## config.mk

```make
export PLATFORM = sky130hd
export DESIGN_NAME = dial_mapper
export DESIGN_NICKNAME = d
export VERILOG_FILES = /design/src/rtl/dial_map_pkg.sv /design/src/rtl/dial_div.sv /design/src/rtl/dial_clamp.sv /design/src/rtl/dial_freq.sv /design/src/rtl/dial_mapper.sv
export SDC_FILE = /design/constraint.sdc
export NUM_CORES = 1
export LEC_CHECK = 0
export BUFFER_PORTS_ARGS = -buffer_cell sky130_fd_sc_hd__clkbuf_2
export CORE_MARGIN = 2
export CORE_UTILIZATION = 54
export DETAILED_ROUTE_END_ITERATION = 16
export PLACE_DENSITY = 0.76
export SLEW_MARGIN = 10
export SYNTH_ARGS = -nofsm -noshare
export SYNTH_HDL_FRONTEND = slang
export SYNTH_HIERARCHICAL = 1
export SYNTH_SLANG_ARGS = --single-unit
export TNS_END_PERCENT = 5
```

## constraint.sdc

```tcl
create_clock -name clk -period 9.45 [get_ports clk]
set_input_delay 0.945 -clock clk [delete_from_list [all_inputs] [get_ports clk]]
set_output_delay 0.945 -clock clk [all_outputs]
set_load 0.1 [all_outputs]
```

## src/rtl/dial_map_pkg.sv

```systemverilog
package dial_map_pkg;

    typedef enum logic [0:0] {
        ST_IDLE = 1'b0,
        ST_WAIT = 1'b1
    } map_state_e;

    // channel step in kHz for a band type and a spacing code
    function automatic logic [7:0] step_khz(input logic am, input logic [1:0] code);
        logic [7:0] s;
        if (am) begin
            case (code)
                2'b00:   s = 8'd1;
                2'b01:   s = 8'd9;
                default: s = 8'd10;
            endcase
        end else begin
            case (code)
                2'b00:   s = 8'd200;
                2'b01:   s = 8'd100;
                default: s = 8'd50;
            endcase
        end
        return s;
    endfunction

endpackage

```

## src/rtl/dial_div.sv

```systemverilog
// Restoring divider, one quotient bit per cycle.
module dial_div #(
    parameter int DW = 27,
    parameter int VW = 14
) (
    input  logic          clk,
    input  logic          rst_n,
    input  logic          load,
    input  logic [DW-1:0] dividend,
    input  logic [VW-1:0] divisor,
    output logic          valid,
    output logic [DW-1:0] quotient
);
    localparam int CW = (DW > 1) ? $clog2(DW) : 1;

    typedef struct packed {
        logic          busy;
        logic          valid;
        logic [CW-1:0] cnt;
        logic [VW-1:0] rem;
        logic [DW-1:0] quo;
        logic [VW-1:0] dvs;
    } div_regs_t;

    div_regs_t r_d, r_q;
    logic [VW:0] trial;

    always_comb begin
        r_d       = r_q;
        r_d.valid = 1'b0;
        trial     = {r_q.rem, r_q.quo[DW-1]};
        if (load && !r_q.busy) begin
            r_d.busy = 1'b1;
            r_d.cnt  = CW'(DW - 1);
            r_d.rem  = '0;
            r_d.quo  = dividend;
            r_d.dvs  = divisor;
        end else if (r_q.busy) begin
            if (trial >= {1'b0, r_q.dvs}) begin
                r_d.rem = VW'(trial - {1'b0, r_q.dvs});
                r_d.quo = {r_q.quo[DW-2:0], 1'b1};
            end else begin
                r_d.rem = trial[VW-1:0];
                r_d.quo = {r_q.quo[DW-2:0], 1'b0};
            end
            if (r_q.cnt == '0) begin
                r_d.busy  = 1'b0;
                r_d.valid = 1'b1;
            end else begin
                r_d.cnt = r_q.cnt - 1'b1;
            end
        end
    end

    always_ff @(posedge clk or negedge rst_n) begin
        if (!rst_n) r_q <= '0;
        else        r_q <= r_d;
    end

    assign valid    = r_q.valid;
    assign quotient = r_q.quo;
endmodule

```

## src/rtl/dial_clamp.sv

```systemverilog
// Removes the guard offset and clamps to 0..limit.
module dial_clamp #(
    parameter int SW    = 13,
    parameter int CNT_W = 12
) (
    input  logic [SW-1:0]    pos,
    input  logic [SW-1:0]    guard,
    input  logic [CNT_W-1:0] limit,
    output logic [CNT_W-1:0] idx
);
    logic [SW-1:0] diff;

    always_comb begin
        diff = pos - guard;
        if (pos < guard)                 idx = '0;
        else if (diff > SW'(limit))      idx = limit;
        else                             idx = diff[CNT_W-1:0];
    end
endmodule

```

## src/rtl/dial_freq.sv

```systemverilog
// Band base plus channel offset, in kHz.
module dial_freq #(
    parameter int CNT_W   = 12,
    parameter int START_W = 15,
    parameter int FW      = 22
) (
    input  logic               am,
    input  logic [START_W-1:0] bstart,
    input  logic [1:0]         code,
    input  logic [CNT_W-1:0]   idx,
    output logic [FW-1:0]      freq
);
    import dial_map_pkg::*;

    logic [FW-1:0] base;
    logic [FW-1:0] offs;

    always_comb begin
        base = am ? FW'(bstart) : FW'(bstart) * FW'(50);
        offs = FW'(idx) * FW'(step_khz(am, code));
        freq = base + offs;
    end
endmodule

```

## src/rtl/dial_mapper.sv

```systemverilog
module dial_mapper #(
    parameter int MEAS_W  = 12,
    parameter int CNT_W   = 12,
    parameter int START_W = 15,
    parameter int GCH_W   = 9,
    parameter int GV_W    = 7,
    parameter int VOL_W   = 5
) (
    input  logic               clk,
    input  logic               rst_n,
    input  logic               start,
    input  logic               vol_mode,
    input  logic               am_band,
    input  logic [MEAS_W-1:0]  meas_x,
    input  logic [MEAS_W-1:0]  meas_y,
    input  logic [CNT_W-1:0]   chan_count,
    input  logic [START_W-1:0] band_start,
    input  logic [1:0]         spacing,
    input  logic [GCH_W-1:0]   chan_guard,
    input  logic [GV_W-1:0]    vol_guard,
    output logic               done,
    output logic               tune_req,
    output logic [CNT_W-1:0]   chan_idx,
    output logic [((START_W+6 > CNT_W+8) ? START_W+6 : CNT_W+8):0] freq_khz,
    output logic [VOL_W-1:0]   vol_code
);
    import dial_map_pkg::*;

    localparam int M1 = (CNT_W > GCH_W + 1) ? CNT_W : GCH_W + 1;
    localparam int M2 = (M1 > GV_W + 2) ? M1 : GV_W + 2;
    localparam int M3 = (M2 > VOL_W + 1) ? M2 : VOL_W + 1;
    localparam int SW = M3 + 1;
    localparam int PW = MEAS_W + SW;
    localparam int DW = PW + 2;
    localparam int VW = MEAS_W + 2;
    localparam int FW = ((START_W + 6 > CNT_W + 8) ? START_W + 6 : CNT_W + 8) + 1;
    localparam logic [CNT_W-1:0] VOL_TOP = CNT_W'((1 << VOL_W) - 1);

    typedef struct packed {
        map_state_e         st;
        logic               vmode;
        logic               am;
        logic [CNT_W-1:0]   lim;
        logic [START_W-1:0] bstart;
        logic [1:0]         sp;
        logic [SW-1:0]      grd;
        logic               done;
        logic               tune;
        logic [CNT_W-1:0]   chan;
        logic [FW-1:0]      freq;
        logic [VOL_W-1:0]   vol;
    } map_regs_t;

    map_regs_t r_d, r_q;

    logic [MEAS_W:0]  sum_w;
    logic [SW-1:0]    span;
    logic [PW-1:0]    prod;
    logic [DW-1:0]    dividend;
    logic [VW-1:0]    divisor;
    logic             accept;
    logic             div_valid;
    logic [DW-1:0]    quo;
    logic [CNT_W-1:0] idx;
    logic [FW-1:0]    freq_new;

    always_comb begin
        sum_w    = {1'b0, meas_x} + {1'b0, meas_y};
        span     = vol_mode ? SW'(1 << VOL_W) + (SW'(vol_guard) << 1)
                            : SW'(chan_count) + (SW'(chan_guard) << 1);
        prod     = PW'(meas_x) * PW'(span);
        dividend = {prod, 1'b0} + DW'(sum_w);
        divisor  = {sum_w, 1'b0};
        accept   = (r_q.st == ST_IDLE) && start && (sum_w != '0);
    end

    dial_div #(.DW(DW), .VW(VW)) u_div (
        .clk      (clk),
        .rst_n    (rst_n),
        .load     (accept),
        .dividend (dividend),
        .divisor  (divisor),
        .valid    (div_valid),
        .quotient (quo)
    );

    dial_clamp #(.SW(SW), .CNT_W(CNT_W)) u_clamp (
        .pos   (quo[SW-1:0]),
        .guard (r_q.grd),
        .limit (r_q.lim),
        .idx   (idx)
    );

    dial_freq #(.CNT_W(CNT_W), .START_W(START_W), .FW(FW)) u_freq (
        .am     (r_q.am),
        .bstart (r_q.bstart),
        .code   (r_q.sp),
        .idx    (idx),
        .freq   (freq_new)
    );

    always_comb begin
        r_d      = r_q;
        r_d.done = 1'b0;
        r_d.tune = 1'b0;
        unique case (r_q.st)
            ST_IDLE: begin
                if (accept) begin
                    r_d.st     = ST_WAIT;
                    r_d.vmode  = vol_mode;
                    r_d.am     = am_band;
                    r_d.lim    = vol_mode ? VOL_TOP : chan_count;
                    r_d.bstart = band_start;
                    r_d.sp     = spacing;
                    r_d.grd    = vol_mode ? SW'(vol_guard) : SW'(chan_guard);
                end
            end
            ST_WAIT: begin
                if (div_valid) begin
                    r_d.st   = ST_IDLE;
                    r_d.done = 1'b1;
                    if (r_q.vmode) begin
                        r_d.vol = idx[VOL_W-1:0];
                    end else begin
                        r_d.chan = idx;
                        r_d.freq = freq_new;
                        r_d.tune = (idx != r_q.chan);
                    end
                end
            end
            default: r_d.st = ST_IDLE;
        endcase
    end

    always_ff @(posedge clk or negedge rst_n) begin
        if (!rst_n) begin
            r_q     <= '0;
            r_q.vol <= '1;
        end else begin
            r_q <= r_d;
        end
    end

    assign done     = r_q.done;
    assign tune_req = r_q.tune;
    assign chan_idx = r_q.chan;
    assign freq_khz = r_q.freq;
    assign vol_code = r_q.vol;
endmodule

```

==> impl_metrics.yaml <==
run_status:
  outcome: "complete, no violations"
worst_setup_path:
  path_buf_inv: 4
  criticalPathCategory: "in2reg"
  reg2reg_slack_ps: 1020
  path_common_cell: "fa_1"
  cp_max_fo: 6
  slowest_delay_ps: 530
  cp.required_ps: 9810
  critical-path-top-delay-family: "adder cells"
  r2r_end: "freq_khz[21]"
  end_kind: "register"
  start_kind: "input pin"
  r2r-start: "u_div/quotient[0]"
  reg2reg_depth: 33
  arrival_ps: 8880
  slowest_stage: "fa_1"
  cp.depth: 32
floorplan:
  core-area_sq_um: 38600
  die_w_um: 201
  boundaryPins: 115
  die-area_sq_um: 40500
  num_rows: 72
  initial_core_util_pct: 54.5
  chipHeight_um: 201
clock_network:
  cts_resized: 0
  ctsHtreeMaxLevel: 4
  cts_made_buffers: 17
  postCtsSetupRepairBufs: 0
  clk_latency_ps: 440
  clockBufferDepth: 2
  hold_buffers: 0
  cts_sinks: 144
  cts_tree: "built"
  cts.reportedPaths.clkPinSlew_ps: 70
  cts-root-buf: "clkbuf_16"
timing:
  tightest_slew_ps: 1200
  drv_slew: 0
  fin_skew_ps: 12.0
  fin_crit_ps: 8520
  setup_viol: 0
  rsz0062_at_grt: "no"
  relSlewSlack_pct: 19.5
  hold_viol_final: 0
  fmax_ghz: 0.117
  tns_ps: 0
  post-route-period-util_pct: 90.2
finish:
  layout-drive-gt1-share_pct: 12.3
  postLayoutCoreUtil_pct: 57.7
  areaGrowthSynthToFinish_pct: 6.02
  final_nets: 2890
route:
  wl_per_cell_um: 17.5
  vias: 16400
  drtAntennaViolNets: 0
  dr.pass1.iters: 5
  viasPerCell: 5.64
  drt_iter0_markers: 920
  drcViolationCount: 0
  drt_wl_total_um: 50900
run:
  maxCapViolations: 0
placed_design:
  hpwlAfterDp_um: 41100
  place.gp.congestion: 0.937
  io_buffers: 114
yosys:
  syn_area_sq_um: 21000
  avgSynthCellArea_sq_um: 8.95
  yosysWarnings: 6
  netlist_instances: 2347
grt:
  grt_pass1_wl_um: 86200
  grt_overflow: 0
  grt_start_max_net_pins: 78
  track_usage_pct: 26.2
  antenna_found_initial: 2
  grt_pass1_vias: 17300
hold_path:
  holdPathEnd: "u_div/quotient[19]"
  hp-class: "reg2reg"
  hp-start: "u_div/quotient[18]"
  holdPathStages: 2
==> worst reg2reg max path, delay by kind of cell, from the launching register on <==
| kind | cells | cell delay, ps |
|---|---|---|
| adders and majority gates | 8 | 3270 |
| DFF | 1 | 390 |
| buffers and inverters | 5 | 450 |
| muxes | 2 | 560 |
| AOI/OAI and AO/OA | 8 | 2010 |
| and+or+nand+nor | 9 | 1530 |
| xor gates and xnor gates | 1 | 100 |
==> registers in the layout, indices dropped and copies added, names as in the netlist <==
register	flops
u_div/valid	1
freq_khz	22
u_div/r_q	34
u_div/quotient	27
vol_code	5
done	1
chan_idx	12
r_q	41
tune_req	1
==> per-stage QoR <==
step | std cells | cell area [sq um] | setup WS, ps | hold slack [ps]
finish | 2914 | 22300 | 929 | 490
global route | 2914 | 22300 | 367 | 506
CTS | 2913 | 22300 | 1040 | 489
detailed placement | 2881 | 21700 | 629 | 473
global placement | 2881 | 21700 | 776 | 465
floorplan | 2351 | 21000 | 1280 | 452
==> metal layers <==
metal / wire length (um) / track usage [%] / part of all wire, % / vias to the layer above
li1: - / - / - / 7825
met3: 2510 / 4.23 / 4.9 / 120
met2: 25000 / 45.7 / 49 / 452
met5: 0 / 0 / 0 / -
met4: 2160 / 11.5 / 4.2 / 0
met1: 21200 / 32.1 / 42 / 8042
==> how the worst max path moves through the flow <==
stage / start / endpoint / slack (ps)
global placement: chan_count[1] / u_div/quotient[25] / 780
floorplan: chan_count[1] / u_div/quotient[26] / 1280
finish: chan_count[1] / u_div/quotient[23] / 930
global route: chan_count[2] / u_div/quotient[26] / 370
CTS: u_div/quotient[0] / freq_khz[21] / 1040
detailed placement: chan_count[2] / u_div/quotient[26] / 630
==> placed cells by master, fill, tap and decap left out, drive strengths merged, types with 34 or more instances in the layout <==
cell type	instances
inv	362
ha	231
nand2	217
fa	203
dfrtp	139
o21ai	137
clkbuf	130
a21oi	94
and2	93
nor2	91
mux2	79
xnor2	73
mux2i	51
nor2b	43
xor2	40
buf	34
==> layout make-up <==
cell class	instances	area [sq um]
repair buffers	147	825
multi-input cells	1717	15300
clock inverters	15	148
diodes	1	2.50
inverters	355	1330
clock buffers	17	425
fillers	3478	16300
flip-flops and latches	144	3610
well taps	518	648
Power is left out: the tool's default activity adds up to more than one toggle a clock period on the data nets, which glitch-free logic cannot reach.
